**src/rtl/tmr_pkg.sv**
```systemverilog
package tmr_pkg;
  localparam int unsigned CNT_W  = 8;
  localparam int unsigned PRE_W  = 9;
  localparam int unsigned GEAR_W = 3;
  localparam int unsigned GDIV_W = 4;
  localparam int unsigned NTAP   = 4;

  typedef enum logic [1:0] {
    LO_EXT = 2'b00,
    LO_T1  = 2'b01,
    LO_T4  = 2'b10,
    LO_T16 = 2'b11
  } lo_sel_e;

  typedef enum logic [1:0] {
    HI_MATCH = 2'b00,
    HI_T1    = 2'b01,
    HI_T16   = 2'b10,
    HI_T256  = 2'b11
  } hi_sel_e;

  // prescaler bit count below each tap's carry (periods in base ticks: 2,8,32,512)
  function automatic int unsigned tap_pos(int unsigned i);
    case (i)
      0: return 1;
      1: return 3;
      2: return 5;
      default: return 9;
    endcase
  endfunction
endpackage

```
**src/rtl/tmr_prescaler.sv**
```systemverilog
module tmr_prescaler
  import tmr_pkg::*;
#(
  parameter int unsigned P_W = PRE_W,
  parameter int unsigned G_W = GEAR_W,
  parameter int unsigned D_W = GDIV_W,
  parameter int unsigned T_N = NTAP
) (
  input  logic           clk_i,
  input  logic           rst_ni,
  input  logic           run_i,
  input  logic           slow_sel_i,
  input  logic           fs_tick_i,
  input  logic [G_W-1:0] gear_i,
  input  logic [1:0]     src_sel_i,
  output logic [T_N-1:0] tap_o
);
  logic [D_W-1:0] gdiv_q, gmask;
  logic [1:0]     div4_q;
  logic [P_W-1:0] pre_q;
  logic           gear_en, fc16_en, src_en, base_en;

  always_comb begin
    for (int i = 0; i < int'(D_W); i++) gmask[i] = (32'(gear_i) > i);
  end

  assign gear_en = ((gdiv_q & gmask) == gmask);
  assign fc16_en = &gdiv_q;
  assign src_en  = slow_sel_i ? fs_tick_i : (src_sel_i[1] ? fc16_en : gear_en);
  assign base_en = src_en && (div4_q == 2'd3);

  always_ff @(posedge clk_i or negedge rst_ni) begin
    if (!rst_ni) begin
      gdiv_q <= '0;
      div4_q <= '0;
      pre_q  <= '0;
    end else if (!run_i) begin
      gdiv_q <= '0;
      div4_q <= '0;
      pre_q  <= '0;
    end else begin
      gdiv_q <= gdiv_q + 1'b1;
      if (src_en)  div4_q <= div4_q + 1'b1;
      if (base_en) pre_q  <= pre_q + 1'b1;
    end
  end

  for (genvar t = 0; t < int'(T_N); t++) begin : g_tap
    localparam int unsigned P = tap_pos(t);
    assign tap_o[t] = base_en && (&pre_q[P-1:0]);
  end

  p_stop_clears_r5: assert property (@(posedge clk_i) disable iff (!rst_ni)
    !run_i |=> (pre_q == '0));
  p_tap_gap_r2: assert property (@(posedge clk_i) disable iff (!rst_ni)
    tap_o[0] |=> !tap_o[0]);
endmodule

```
**src/rtl/tmr_edge_sync.sv**
```systemverilog
module tmr_edge_sync #(
  parameter int unsigned STAGES = 2
) (
  input  logic clk_i,
  input  logic rst_ni,
  input  logic pin_i,
  output logic rise_o
);
  logic [STAGES:0] sh_q;

  always_ff @(posedge clk_i or negedge rst_ni) begin
    if (!rst_ni) sh_q <= '0;
    else         sh_q <= {sh_q[STAGES-1:0], pin_i};
  end

  assign rise_o = sh_q[STAGES-1] & ~sh_q[STAGES];

  p_rise_single_r7: assert property (@(posedge clk_i) disable iff (!rst_ni)
    rise_o |=> !rise_o);
endmodule

```
**src/rtl/tmr_counter.sv**
```systemverilog
module tmr_counter #(
  parameter int unsigned W = 8
) (
  input  logic         clk_i,
  input  logic         rst_ni,
  input  logic         run_i,
  input  logic         inc_i,
  input  logic         clr_i,
  output logic [W-1:0] cnt_o,
  output logic         wrap_o
);
  localparam logic [W-1:0] TOP = '1;
  logic [W-1:0] cnt_q;
  logic         wrap_q;

  always_ff @(posedge clk_i or negedge rst_ni) begin
    if (!rst_ni) begin
      cnt_q  <= '0;
      wrap_q <= 1'b0;
    end else if (!run_i) begin
      cnt_q  <= '0;
      wrap_q <= 1'b0;
    end else begin
      wrap_q <= inc_i && (cnt_q == TOP);
      if (clr_i)      cnt_q <= '0;
      else if (inc_i) cnt_q <= cnt_q + 1'b1;
    end
  end

  assign cnt_o  = cnt_q;
  assign wrap_o = wrap_q;

  p_run_off_r8: assert property (@(posedge clk_i) disable iff (!rst_ni)
    !run_i |=> (cnt_o == '0));
  p_step_r9: assert property (@(posedge clk_i) disable iff (!rst_ni)
    run_i && inc_i && !clr_i |=> (cnt_o == $past(cnt_o) + 1'b1));
  p_hold_r9: assert property (@(posedge clk_i) disable iff (!rst_ni)
    run_i && !inc_i && !clr_i |=> $stable(cnt_o));
endmodule

```
**src/rtl/prescaled_timer_pair.sv**
```systemverilog
module prescaled_timer_pair
  import tmr_pkg::*;
(
  input  logic              clk_i,
  input  logic              rst_ni,
  input  logic              fs_tick_i,
  input  logic              slow_sel_i,
  input  logic [GEAR_W-1:0] gear_i,
  input  logic [1:0]        psrc_sel_i,
  input  logic              pre_run_i,
  input  logic              run0_i,
  input  logic              run1_i,
  input  logic [1:0]        clk0_sel_i,
  input  logic [1:0]        clk1_sel_i,
  input  logic              mode16_i,
  input  logic              ext_pin_i,
  input  logic [CNT_W-1:0]  cmp0_i,
  input  logic [CNT_W-1:0]  cmp1_i,
  output logic [CNT_W-1:0]  cnt0_o,
  output logic [CNT_W-1:0]  cnt1_o,
  output logic              match0_o,
  output logic              match1_o,
  output logic              ovf0_o,
  output logic              ovf1_o
);
  localparam logic [CNT_W-1:0] TOP = '1;

  logic [NTAP-1:0] tap;
  logic ext_rise, lo_src, hi_src, en0, en1, wide_hit, lo_top, hit_lo, hit_hi;
  logic match0_q, match1_q;

  tmr_prescaler #(.P_W(PRE_W), .G_W(GEAR_W), .D_W(GDIV_W), .T_N(NTAP)) u_pre (
    .clk_i, .rst_ni, .run_i(pre_run_i), .slow_sel_i, .fs_tick_i,
    .gear_i, .src_sel_i(psrc_sel_i), .tap_o(tap)
  );

  tmr_edge_sync #(.STAGES(2)) u_sync (
    .clk_i, .rst_ni, .pin_i(ext_pin_i), .rise_o(ext_rise)
  );

  always_comb begin
    case (lo_sel_e'(clk0_sel_i))
      LO_EXT:  lo_src = ext_rise;
      LO_T1:   lo_src = tap[0];
      LO_T4:   lo_src = tap[1];
      default: lo_src = tap[2];
    endcase
    en0      = run0_i & lo_src;
    wide_hit = ({cnt1_o, cnt0_o} == {cmp1_i, cmp0_i});
    lo_top   = (cnt0_o == TOP);
    hit_lo   = en0 & (mode16_i ? wide_hit : (cnt0_o == cmp0_i));
    case (hi_sel_e'(clk1_sel_i))
      HI_MATCH: hi_src = hit_lo;
      HI_T1:    hi_src = tap[0];
      HI_T16:   hi_src = tap[2];
      default:  hi_src = tap[3];
    endcase
    en1    = run1_i & (mode16_i ? (en0 & lo_top) : hi_src);
    hit_hi = mode16_i ? hit_lo : (en1 & (cnt1_o == cmp1_i));
  end

  tmr_counter #(.W(CNT_W)) u_lo (
    .clk_i, .rst_ni, .run_i(run0_i), .inc_i(en0), .clr_i(hit_lo),
    .cnt_o(cnt0_o), .wrap_o(ovf0_o)
  );

  tmr_counter #(.W(CNT_W)) u_hi (
    .clk_i, .rst_ni, .run_i(run1_i), .inc_i(en1), .clr_i(hit_hi),
    .cnt_o(cnt1_o), .wrap_o(ovf1_o)
  );

  always_ff @(posedge clk_i or negedge rst_ni) begin
    if (!rst_ni) begin
      match0_q <= 1'b0;
      match1_q <= 1'b0;
    end else begin
      match0_q <= hit_lo & ~mode16_i;
      match1_q <= hit_hi;
    end
  end

  assign match0_o = match0_q;
  assign match1_o = match1_q;

  p_cnt_le_cmp_r9: assert property (@(posedge clk_i) disable iff (!rst_ni)
    !mode16_i && run0_i && (cnt0_o <= cmp0_i) |=> (cnt0_o <= $past(cmp0_i)));
  p_match_pulse_r9: assert property (@(posedge clk_i) disable iff (!rst_ni)
    match0_o |=> !match0_o);
  p_wide_carry_r11: assert property (@(posedge clk_i) disable iff (!rst_ni)
    mode16_i && run1_i && en0 && lo_top && !wide_hit |=> (cnt1_o == $past(cnt1_o) + 1'b1));
  p_m0_quiet_r12: assert property (@(posedge clk_i) disable iff (!rst_ni)
    mode16_i |=> !match0_o);
  p_wide_clear_r12: assert property (@(posedge clk_i) disable iff (!rst_ni)
    mode16_i && hit_lo |=> (cnt0_o == '0) && (cnt1_o == '0));
endmodule

```
**config.mk**
```make
export PLATFORM = sky130hd
export DESIGN_NAME = prescaled_timer_pair
export DESIGN_NICKNAME = d
export VERILOG_FILES = /design/src/rtl/tmr_pkg.sv /design/src/rtl/tmr_prescaler.sv /design/src/rtl/tmr_edge_sync.sv /design/src/rtl/tmr_counter.sv /design/src/rtl/prescaled_timer_pair.sv
export SDC_FILE = /design/constraint.sdc
export NUM_CORES = 1
export LEC_CHECK = 0
export BUFFER_PORTS_ARGS = -buffer_cell sky130_fd_sc_hd__clkbuf_2
export CAP_MARGIN = 10
export CORE_MARGIN = 2
export CORE_UTILIZATION = 49
export DETAILED_ROUTE_END_ITERATION = 16
export PLACE_DENSITY = 0.8
export SKIP_CTS_REPAIR_TIMING = 1
export SLEW_MARGIN = 20
export SYNTH_ARGS = -nofsm -noshare
export SYNTH_HDL_FRONTEND = slang
export SYNTH_SLANG_ARGS = --single-unit
```
**constraint.sdc**
```tcl
create_clock -name clk_i -period 2.7 [get_ports clk_i]
set_clock_uncertainty 0.05 [all_clocks]
set_input_delay 0.405 -clock clk_i [delete_from_list [all_inputs] [get_ports clk_i]]
set_output_delay 0.405 -clock clk_i [all_outputs]
set_load 0.02 [all_outputs]
```
* Yosys cells after proc, flatten, opt, wreduce, memory -nomap -nowiden
Index checks and enable logic that the tools add are counted.
Storage, ports and cells: bits in registers 38, input bits 34, output and inout bits 20, logic and storage cells 77
Operators by class: add/sub/neg operators 5, magnitude comparators 4, equal/unequal tests 15, mux-type cells 20, bitwise logic cells 10, reduce and logical (&&, ||, !) cells 13
Operators by type and width (number):
- 8-bit two-way mux | 6
- 9-bit two-way mux | 2
- 8-bit by 1-bit adder with 8-bit output (second input constant) | 2
- 16-bit == test | 1
- 8-bit == test | 2
- 8-bit == test (second input constant) | 2
- 9-bit by 1-bit adder with 9-bit output (second input constant) | 1
- 9-bit AND reduction | 1
- 1-bit AND | 7
- 1-bit logical AND | 7
- 1-bit two-way mux | 7
- 2-bit == test (second input constant) | 3
- 3-bit by 1-bit > comparator with 1-bit output (second input constant) | 2
- 3-bit by 2-bit > comparator with 1-bit output (second input constant) | 2
- 3-bit by 1-bit inequality test with 1-bit output (second input constant) | 2
- 1-bit one-hot mux with 3 select lines | 2
- 5-bit AND reduction | 1
- 4-bit by 1-bit adder with 4-bit output (second input constant) | 1
- 4-bit AND | 1
- 2-bit by 1-bit == test with 1-bit output (second input constant) | 2
- 4-bit == test | 1
- 2-bit logical NOT | 2
- 2-bit two-way mux | 2
- 4-bit two-way mux | 1
- 5 further kinds | 7

* Logic depth before layout (Yosys ltp)
depth after elaboration 17, depth in mapped cells 11, mapped depth without buffers 10

* Cells and area by module
A second synthesis with hierarchy kept.
Unflattened totals: cells, all modules 219, area, all modules 2215.9 µm²
By module, submodules not included:
- tmr_prescaler | times used 1, cells an instance 88, area each 874.6 µm², seq. area each 375.4 µm²
- tmr_counter | times used 2, cells an instance 41, area each 427.9 µm², seq. area each 225.2 µm²
- prescaled_timer_pair | times used 1, cells an instance 45, area each 396.6 µm², seq. area each 50.0 µm²
- tmr_edge_sync | times used 1, cells an instance 4, area each 88.8 µm², seq. area each 75.1 µm²

* Worst setup path after synthesis
No wires, ideal clock.
path kind reg2reg, from reg u_pre.pre_q[0], to reg u_hi.cnt_q[2], in the netlist u_hi.cnt_o[2], data arrival time 2.509 ns, data required time 2.524 ns, slack 0.015 ns, cell stages (with the launch flop) 11, path buffers 0, path through dfrtp_1 ha_1 and3_1 ha_1 mux2_1 nand3_2 o21ai_2 o22a_2 a32oi_2 nor2_2 a221o_1
Between the ends: word-level cells in the longest chain between the ends 12
RTL lines:
- from (decl) | line tmr_prescaler.sv:20 | logic [P_W-1:0] pre_q;
- from (signal assigned) | line tmr_prescaler.sv:44 | if (base_en) pre_q <= pre_q + 1'b1;
- 5-bit AND reduction or 3-bit AND reduction (tied branches) | line tmr_prescaler.sv:50 | assign tap_o[t] = base_en && (&pre_q[P-1:0]);
- 1-bit logical AND | line tmr_prescaler.sv:50
- 1-bit one-hot mux with 3 select lines | line prescaled_timer_pair.sv:42 | case (lo_sel_e'(clk0_sel_i))
- 1-bit AND | line prescaled_timer_pair.sv:48 | en0 = run0_i & lo_src;
- 1-bit AND | line prescaled_timer_pair.sv:51 | hit_lo = en0 & (mode16_i ? wide_hit : (cnt0_o == cmp0_i));
- 1-bit one-hot mux with 3 select lines | line prescaled_timer_pair.sv:52 | case (hi_sel_e'(clk1_sel_i))
- 1-bit two-way mux | line prescaled_timer_pair.sv:58 | en1 = run1_i & (mode16_i ? (en0 & lo_top) : hi_src);
- 1-bit AND | line prescaled_timer_pair.sv:58
- 1-bit AND | line prescaled_timer_pair.sv:59 | hit_hi = mode16_i ? hit_lo : (en1 & (cnt1_o == cmp1_i));
- 1-bit two-way mux | line prescaled_timer_pair.sv:59
- 8-bit two-way mux | line tmr_counter.sv:25 | if (clr_i) cnt_q <= '0;
- 8-bit two-way mux | line tmr_counter.sv:20 | end else if (!run_i) begin
- to (signal assigned) | line tmr_counter.sv:26 | else if (inc_i) cnt_q <= cnt_q + 1'b1;
- to (decl) | line tmr_counter.sv:13 | logic [W-1:0] cnt_q;
Parallel ways exist; a longest one is shown, timed or not. A chain may end at the register's enable or synchronous reset.

* Worst setup path after layout
from reg u_pre.pre_q[0], to reg u_hi.cnt_q[5], in the netlist u_hi.cnt_o[5]
The elaborated chain is that of the path after synthesis.

==> qor.txt <==
Register area share after synthesis -> 0.4058
Post-Syn Instances -> 226
Worst Hold End -> u_sync.sh_q[0]$_DFF_PN0_
Total chip power -> 1.190 mW
DRC Markers -> 0
Arrival time worst endpoint -> 2.73 ns
Initial Util -> 0.5028
Final setup vio count -> 0
Port Buffer Count -> 52
Final hold vios -> 0
Commonest non-fill, non-tap cells in the layout -> clkbuf_2 (52), dfrtp_1 (38), xor2_1 (16)
Status -> complete, no violations
Primary FF master, synth -> dfrtp_1
Nets -> 333
Die H -> 73.16 µm
Routed len/inst -> 13.74 µm
CTS tree -> done
Relative slew slack -> 0.3913
Core area -> 4661 µm²
GRT overflow -> 0
Via/cell ratio -> 5.650
FF-to-FF path depth -> 11
Reg-to-Reg Start -> u_pre.pre_q[0]$_DFFE_PN0P_
Die area -> 5352 µm²
Tmin final -> 2.596 ns
Yosys warns -> 0
Register bit total from synthesis -> 38
Leakage -> 1.417 nW
Root Driver -> clkbuf_8
Syn avg cell area -> 10.37 µm²
Longest Clk Path Bufs -> 2
Layout cell share with drive strength beyond 1 -> 0.3322
R2r endpoint -> u_hi.cnt_o[5]$_DFFE_PN0P_
Num Clock Sinks -> 38
Final WL -> 4.754 mm
Worst Hold Path Cells -> 1
Asr flop ratio synth -> 1.000
Number of global-route vias before repair -> 1,838
Gpl congestion -> 0.8552
Pin count of the biggest net entering global routing -> 39
Netlist cell types -> 53
Post-DP HPWL -> 3.569 mm
First-pass GRT wire length -> 8.038 mm
Starting DRT DRC Count -> 130
F_max -> 385.2 MHz
CP endpoint kind -> flop
Max-Cap Viols -> 0
Vias post-DR -> 1,955
Worst-Margin Slew -> 0.9131 ns
Clk_lat worst skew -> 0.29 ns
Reg-to-reg slack, setup -> 0.10 ns
Max Fanout on Critical Path -> 6
Commonest non-fill, non-tap cell in the layout -> clkbuf_2
Clock transition at path regs -> 0.08 ns
Tcrit/Tclk final -> 0.9614
Setup TNS -> 0 ns
Layout area overhead -> 22.53%
Width of the die -> 73.16 µm
Max Slew Vio Count -> 0
Pre-antenna DRT Iters -> 4
Area leader, netlist -> dfrtp_1
Synthesized Nets -> 268
Antenna Cells -> 0
RSZ-0062 raised after global routing -> false
Worst hold start -> ext_pin_i
Cell Pwr Density -> 414.2 nW/µm²
Peak VDD IR -> 0.0001996 V
Hold/Removal Path Class -> in -> reg
Post-route ant nets -> 0
CP required -> 2.83 ns
Placed inst area -> 2719 µm²
Initial antenna violation count -> 0
# rows -> 25
Post-synth EDFFs -> 0
Post-route cell area -> 2872 µm²
CTS buffer count -> 5
Final Util -> 0.6161
H-tree depth -> 2
Most area-consuming cells after synthesis -> dfrtp_1 (41%), xor2_1 (6.0%), xnor2_1 (4.9%)
Synthesized area -> 2343 µm²
IO Count -> 54
CP Launch Type -> flop
Setup Crit Path Kind -> reg -> reg
Gr usage total -> 0.1917
Synth top area share -> 0.4058
[logic make-up after synthesis]
group / after synthesis / share of synthesized area
adder cells (fa/ha/maj): 8 / 0.04271
AO/OA/AOI/OAI: 40 / 0.1415
AND/OR/NAND/NOR: 93 / 0.2461
multiplexers: 8 / 0.03577
flip-flops: 38 / 0.4058
buffers and inverters: 10 / 0.01975
XOR/XNOR: 29 / 0.1084
[final cells by class]
type	instances	area (µm²)
clock buffers	6	72.57
clock inverters	2	37.54
fillers	393	1789
inverters	5	18.77
multi-input cells	178	1378
flip-flops and latches	38	950.9
well taps	54	67.56
repair buffers	63	346.6
[cell usage after synthesis (all sizes together), types with 6 or more instances]
master and count:
nand3 14, xnor2 13, nor4 7, o21ai 11, dfrtp 38, ha 8, and3 9, nor2 10
nor3 9, xor2 16, and2 13, nand2 12, nor2b 6
[sequential cells by signal (all words and copies together), names as in the netlist]
register,count
match0_o,1
match1_o,1
u_hi.cnt_o,8
u_hi.wrap_o,1
u_lo.cnt_o,8
u_lo.wrap_o,1
u_pre.div4_q,2
u_pre.gdiv_q,4
u_pre.pre_q,9
u_sync.sh_q,3
[worst max path at each step]
stage                     slack, ns  depth (start not counted)                        end                        from
after floorplan                0.02                         10  u_hi.cnt_o[2]$_DFFE_PN0P_  u_pre.pre_q[0]$_DFFE_PN0P_
after global placement         0.02                         10  u_hi.cnt_o[6]$_DFFE_PN0P_  u_pre.pre_q[0]$_DFFE_PN0P_
after detailed placement      -0.01                         10  u_hi.cnt_o[2]$_DFFE_PN0P_  u_pre.pre_q[0]$_DFFE_PN0P_
after CTS                     -0.01                         10  u_hi.cnt_o[2]$_DFFE_PN0P_  u_pre.pre_q[0]$_DFFE_PN0P_
after global routing         0.0001                         11  u_hi.cnt_o[5]$_DFFE_PN0P_  u_pre.pre_q[0]$_DFFE_PN0P_
final                          0.10                         11  u_hi.cnt_o[5]$_DFFE_PN0P_  u_pre.pre_q[0]$_DFFE_PN0P_
[routing by layer]
metal,routed length [µm],share of wire,track usage
met1,2104,0.44,0.2526
met2,2292,0.48,0.3073
met3,286,0.060,0.04834
met4,70,0.015,0.06379
met5,0,0,0
[metrics by stage]
stage	worst slack [ns]	instances	hold slack, ns
floorplan	0.01545	226	0.05941
finish	0.1042	346	0.1684
detailed placement	-0.01026	337	0.2918
CTS	-0.01141	345	0.1624
global placement	0.02053	337	0.2837
global route	0.0001079	346	0.1580
[power breakdown]
group	internal (mW)	leakage [nW]	switching, mW	total (mW)
sequential	0.580	0.519	0.0111	0.591
clock	0.276	0.0514	0.199	0.475
combinational	0.0541	0.847	0.0694	0.123
[critical path, cell delays in order (launching register included)]
cell	delay, ns
dfrtp_1	0.40
ha_2	0.19
and3_1	0.17
ha_1	0.18
mux2_1	0.31
nand3_2	0.12
nor4_4	0.06
o22a_2	0.27
a32oi_4	0.31
buf_6	0.16
nor4_1	0.05
a211o_1	0.23
Power figures use the tool's default switching activity.
